**config.mk**
```make
export PLATFORM = sky130hd
export DESIGN_NAME = rfsh_bin_sched
export DESIGN_NICKNAME = d
export VERILOG_FILES = /design/src/rtl/rfsh_pkg.sv /design/src/rtl/rfsh_bloom.sv /design/src/rtl/rfsh_bin_decide.sv /design/src/rtl/rfsh_sweep_fsm.sv /design/src/rtl/rfsh_bin_sched.sv
export SDC_FILE = /design/constraint.sdc
export NUM_CORES = 2
export LEC_CHECK = 0
export CAP_MARGIN = 20
export CORE_ASPECT_RATIO = 0.6
export CORE_MARGIN = 2
export CORE_UTILIZATION = 45
export DETAILED_ROUTE_END_ITERATION = 10
export MAX_ROUTING_LAYER = met4
export PLACE_DENSITY = 0.7
export SYNTH_ARGS = -nofsm -noshare
export SYNTH_HDL_FRONTEND = slang
export SYNTH_SLANG_ARGS = --single-unit
```
**constraint.sdc**
```tcl
create_clock -name clk -period 9.1 [get_ports clk]
set_input_delay 1.82 -clock clk [delete_from_list [all_inputs] [get_ports clk]]
set_output_delay 1.82 -clock clk [all_outputs]
set_load 0.01 [all_outputs]
```
**src/rtl/rfsh_pkg.sv**
```systemverilog
package rfsh_pkg;

    typedef enum logic [1:0] {
        SW_IDLE = 2'd0,
        SW_SCAN = 2'd1,
        SW_ACT  = 2'd2,
        SW_PRE  = 2'd3
    } sweep_st_e;

endpackage

```
**src/rtl/rfsh_bloom.sv**
```systemverilog
module rfsh_bloom #(
    parameter int ROW_W     = 10,
    parameter int FILT_BITS = 256
) (
    input  logic             clk,
    input  logic             rst_n,
    input  logic             ins_en,
    input  logic [ROW_W-1:0] ins_row,
    input  logic [ROW_W-1:0] probe_row,
    output logic             hit
);
    localparam int HW = $clog2(FILT_BITS);

    typedef struct packed {
        logic [FILT_BITS-1:0] bits;
    } bloom_t;

    bloom_t st_q, st_d;

    // Hash A: fold the address onto HW bits by XOR.
    function automatic logic [HW-1:0] hash_a(input logic [ROW_W-1:0] r);
        logic [HW-1:0] h;
        h = '0;
        for (int i = 0; i < ROW_W; i++) begin
            h[i % HW] = h[i % HW] ^ r[i];
        end
        return h;
    endfunction

    // Hash B: the same fold applied to the bit-reversed address.
    function automatic logic [HW-1:0] hash_b(input logic [ROW_W-1:0] r);
        logic [HW-1:0] h;
        h = '0;
        for (int i = 0; i < ROW_W; i++) begin
            h[i % HW] = h[i % HW] ^ r[ROW_W-1-i];
        end
        return h;
    endfunction

    always_comb begin
        st_d = st_q;
        if (ins_en) begin
            st_d.bits[hash_a(ins_row)] = 1'b1;
            st_d.bits[hash_b(ins_row)] = 1'b1;
        end
    end

    always_ff @(posedge clk) begin
        if (!rst_n) begin
            st_q <= '0;
        end else begin
            st_q <= st_d;
        end
    end

    assign hit = st_q.bits[hash_a(probe_row)] & st_q.bits[hash_b(probe_row)];

endmodule

```
**src/rtl/rfsh_bin_decide.sv**
```systemverilog
module rfsh_bin_decide #(
    parameter int NUM_BINS = 2
) (
    input  logic [NUM_BINS-1:0] hit,
    input  logic [NUM_BINS-1:0] period,
    output logic                due
);
    int sel;

    always_comb begin
        // The lowest-index hit picks the shortest interval; no hit means the default bin.
        sel = NUM_BINS;
        for (int i = NUM_BINS - 1; i >= 0; i--) begin
            if (hit[i]) begin
                sel = i;
            end
        end
        // Bin k has an interval of 2^k sweeps: due when the low k counter bits are zero.
        due = 1'b1;
        for (int i = 0; i < NUM_BINS; i++) begin
            if ((i < sel) && period[i]) begin
                due = 1'b0;
            end
        end
    end

endmodule

```
**src/rtl/rfsh_sweep_fsm.sv**
```systemverilog
module rfsh_sweep_fsm
    import rfsh_pkg::*;
#(
    parameter int ROW_W    = 10,
    parameter int NUM_BINS = 2
) (
    input  logic                clk,
    input  logic                rst_n,
    input  logic                tick,
    input  logic                cmd_ack,
    input  logic                due,
    output logic [ROW_W-1:0]    ptr,
    output logic [NUM_BINS-1:0] period,
    output logic                cmd_valid,
    output logic                cmd_is_pre
);
    localparam logic [ROW_W-1:0] LAST_ROW = '1;

    typedef struct packed {
        sweep_st_e             st;
        logic [ROW_W-1:0]      ptr;
        logic [NUM_BINS-1:0]   period;
        logic                  pend;
    } fsm_t;

    fsm_t st_q, st_d;

    always_comb begin
        st_d = st_q;
        case (st_q.st)
            SW_IDLE: begin
                if (tick || st_q.pend) begin
                    st_d.st   = SW_SCAN;
                    st_d.ptr  = '0;
                    st_d.pend = 1'b0;
                end
            end
            SW_SCAN: begin
                if (tick) st_d.pend = 1'b1;
                if (due) begin
                    st_d.st = SW_ACT;
                end else if (st_q.ptr == LAST_ROW) begin
                    st_d.st     = SW_IDLE;
                    st_d.period = st_q.period + 1'b1;
                end else begin
                    st_d.ptr = st_q.ptr + 1'b1;
                end
            end
            SW_ACT: begin
                if (tick) st_d.pend = 1'b1;
                if (cmd_ack) st_d.st = SW_PRE;
            end
            SW_PRE: begin
                if (tick) st_d.pend = 1'b1;
                if (cmd_ack) begin
                    if (st_q.ptr == LAST_ROW) begin
                        st_d.st     = SW_IDLE;
                        st_d.period = st_q.period + 1'b1;
                    end else begin
                        st_d.st  = SW_SCAN;
                        st_d.ptr = st_q.ptr + 1'b1;
                    end
                end
            end
            default: st_d.st = SW_IDLE;
        endcase
    end

    always_ff @(posedge clk) begin
        if (!rst_n) begin
            st_q <= '{st: SW_IDLE, ptr: '0, period: '0, pend: 1'b0};
        end else begin
            st_q <= st_d;
        end
    end

    assign ptr        = st_q.ptr;
    assign period     = st_q.period;
    assign cmd_valid  = (st_q.st == SW_ACT) || (st_q.st == SW_PRE);
    assign cmd_is_pre = (st_q.st == SW_PRE);

endmodule

```
**src/rtl/rfsh_bin_sched.sv**
```systemverilog
module rfsh_bin_sched #(
    parameter int ROW_W     = 10,
    parameter int FILT_BITS = 256,
    parameter int NUM_BINS  = 2
) (
    input  logic                                   clk,
    input  logic                                   rst_n,
    input  logic                                   tick,
    input  logic                                   ins_valid,
    input  logic [(NUM_BINS>1?$clog2(NUM_BINS):1)-1:0] ins_bin,
    input  logic [ROW_W-1:0]                       ins_row,
    output logic                                   cmd_valid,
    output logic                                   cmd_is_pre,
    output logic [ROW_W-1:0]                       cmd_row,
    input  logic                                   cmd_ack
);
    localparam int BIN_W = (NUM_BINS > 1) ? $clog2(NUM_BINS) : 1;

    logic [ROW_W-1:0]    ptr;
    logic [NUM_BINS-1:0] period;
    logic [NUM_BINS-1:0] hit;
    logic                due;

    for (genvar b = 0; b < NUM_BINS; b++) begin : g_filt
        rfsh_bloom #(
            .ROW_W     (ROW_W),
            .FILT_BITS (FILT_BITS)
        ) u_bloom (
            .clk       (clk),
            .rst_n     (rst_n),
            .ins_en    (ins_valid && (ins_bin == BIN_W'(b))),
            .ins_row   (ins_row),
            .probe_row (ptr),
            .hit       (hit[b])
        );
    end

    rfsh_bin_decide #(
        .NUM_BINS (NUM_BINS)
    ) u_decide (
        .hit    (hit),
        .period (period),
        .due    (due)
    );

    rfsh_sweep_fsm #(
        .ROW_W    (ROW_W),
        .NUM_BINS (NUM_BINS)
    ) u_fsm (
        .clk        (clk),
        .rst_n      (rst_n),
        .tick       (tick),
        .cmd_ack    (cmd_ack),
        .due        (due),
        .ptr        (ptr),
        .period     (period),
        .cmd_valid  (cmd_valid),
        .cmd_is_pre (cmd_is_pre)
    );

    assign cmd_row = ptr;

endmodule

```
==> results.cfg <==
[run_status]
status = finished, final reports clean

[placed_design]
pre_cts_ws_ns = 3.72
globalplace.congestion = 1.13
port_buffers = 27
hpwlAfterDp_um = 82400
postPlaceCellArea_um2 = 27400

[finish]
nNetsFinal = 3269
drive_gt1_share_pct = 9.31
final_common_cell = nor2_1
fin_util_pct = 49.3
syn_to_final_growth_pct = 8.79
most-common-layout-cells = 1322 x nor2_1, 525 x dfxtp_1, 321 x nand2_1
finish.instance_area_um2 = 29100

[floorplanning]
fp.dieW_um = 319
dieArea_um2 = 61400
die_h_um = 193
std_cell_rows = 69
core_um2 = 59000
io_pins = 28
initial_core_util_pct = 45.3

[worst_setup_path]
end_kind = flop
cp.arrival_ns = 6.11
crit_path_start_kind = flop
reg2reg_slack_ns = 3.45
worst-setup-path-type = reg2reg
cp.required_ns = 9.56
cp_max_fo = 97

[clocking]
clock-sinks = 527
root_buffer = clkbuf_16
clk_latency_ns = 0.62
cts-htree-levels = 2
clockBufferDepth = 3
numCtsBuffers = 49
cts.clk_slew.worst_paths_ns = 0.07
cts.repair.resized = 0
holdBufCountCts = 0
cts_tree = yes
cts_setup_buffers = 0

[synthesis]
ys.flop_type = dfxtp_1
synth.net_count = 3371
yosysWarnings = 0
netlist_instances = 3354
ys_ff_latch = 527
ys_types = 80
syn_area_per_cell_um2 = 7.97
synth_area_um2 = 26700
synth_edf_count = 0
synthArstFlopShare_pct = 0
ys_seq_area_share_pct = 39.5

[routing]
vias = 27000
wirelength_um = 117000
first_iter_violations = 5767
dr.pass1.iters = 10
postRouteAntennaNets = 0
viasPerCell = 6.63
drc = 0
wl_per_cell_um = 28.8

[power_and_ir_drop]
p_int_mw = 3.65
seqPwrFrac_pct = 46.5
p_per_area_nw_per_um2 = 172
pwr-share-comb_pct = 10.1
ir_worst_vdd_mv = 0.153
p_leak_nw = 9.52
p_total_mw = 5.01
power.switching_mw = 1.35
p_sw_share_pct = 27.0
power_frac_clock_pct = 43.4

[sta]
worst_slew_pin_slew_ns = 1.39
hold_viol = 0
period_minus_slack_ns = 5.65
worst_slack_ns = 3.45
fmax_mhz = 177
fin_crit_sh_pct = 62.1
maxSlewHeadroom_pct = 7.26
slew_viol_final = 0
skew_ns = 0.0315
rsz0062_at_grt = no
final.setup.tns_ns = 0
setup_violations = 0

[min_path]
hold_path.class = reg2reg

[global_routing]
grt_remaining_overflow = 0
grt_max_degree = 179
grt_usage_pct = 38.4
grt_pass1_vias = 23600
grt_pass1_wl_um = 167000
antenna_found_initial = 4

[job]
drv_cap = 0
final timing paths:
check,endpoint,cells after the start,startpoint
max,u_fsm.ptr[3],13,u_fsm.ptr[0]
min,g_filt[1].u_bloom.st_q[168],2,g_filt[1].u_bloom.st_q[168]
max reg2reg,u_fsm.ptr[3],13,u_fsm.ptr[0]
min reg2reg,g_filt[1].u_bloom.st_q[168],2,g_filt[1].u_bloom.st_q[168]
Yosys cell counts, types with 11 or more instances:
master / instances / area, µm²
o21ai_0: 29 / 145
a22oi_1: 130 / 976
nand4_1: 25 / 156
mux4_1: 22 / 578
a32oi_1: 12 / 105
nand2b_1: 17 / 106
nor4_1: 21 / 131
o22ai_1: 20 / 125
nor3_1: 49 / 245
or3_1: 12 / 75.1
buf_6: 13 / 146
a31oi_1: 60 / 375
buf_4: 28 / 210
a21oi_1: 76 / 380
buf_2: 27 / 135
mux4_2: 121 / 2730
clkbuf_1: 153 / 574
buf_1: 23 / 86.3
a2111oi_0: 18 / 158
nand3_1: 76 / 380
a211oi_1: 22 / 165
nor2_1: 1332 / 5000
o211ai_1: 14 / 105
nand2_1: 322 / 1210
mux2i_1: 61 / 611
dfxtp_1: 527 / 10600
inv_1: 11 / 41.3
logic make-up after synthesis:
kind of cell	count (synthesis)	synth area share (%)
AOI/OAI and AO/OA	459	12.1
xor gates and xnor gates	10	0.426
adders and majority gates	1	0.0468
buffers and inverters	263	4.95
DFF	527	39.5
muxes	208	14.8
and+or+nand+nor	1886	28.2
power by group through the flow:
| stage | combinational [mW] | sequential [mW] | clock [mW] |
|---|---|---|---|
| 3_3_place_gp | 0.478 | 2.38 | 0 |
| 4_1_cts | 0.481 | 2.33 | 2.17 |
| 6_report | 0.507 | 2.33 | 2.17 |
| 5_1_grt | 0.519 | 2.33 | 2.26 |
| 2_1_floorplan | 0.394 | 2.37 | 0 |
| 3_5_place_dp | 0.480 | 2.38 | 0 |
metrics by stage:
step / std cells / hold slack [ns]
6_report: 4076 / 0.478
5_1_grt: 4074 / 0.506
4_1_cts: 4062 / 0.478
3_5_place_dp: 3976 / 0.463
3_3_place_gp: 3972 / 0.450
2_1_floorplan: 3354 / 0.437
registers in the layout (all words and copies together) (netlist names), named ones only:
name and flops:
g_filt.u_bloom.st_q 512, u_fsm.ptr 10, u_fsm.period 2, u_fsm.st_q 2
area by class of cell:
cell class              instances  area (µm²)
fillers                      5766       29900
multi-input cells            2564       14900
flip-flops and latches        527       10600
clock buffers                  67        1380
well taps                     781         977
repair buffers                 98         912
clock inverters                19         231
inverters                      12        52.6
diodes                          8        20.0
layer usage:
metal	wire length (µm)	vias up	global-route usage (%)
met5	0	-	-
met4	4280	0	11.0
met3	24400	369	20.8
met2	41100	2472	45.7
met1	47500	12800	53.8
li1	-	11400	-
worst max-delay path, stage by stage, from the launching register on:
cell	delay (ns)
dfxtp_1	0.61
xor2_4	0.20
buf_12	0.49
buf_4	0.70
mux4_2	0.60
mux2i_1	0.38
o22a_1	0.19
o2111ai_1	0.20
a211oi_1	0.49
a222oi_1	0.27
nor2_2	0.29
a311oi_2	0.14
nor2b_1	0.61
o211ai_1	0.21
No activity file was read; power rests on OpenSTA's default activity.
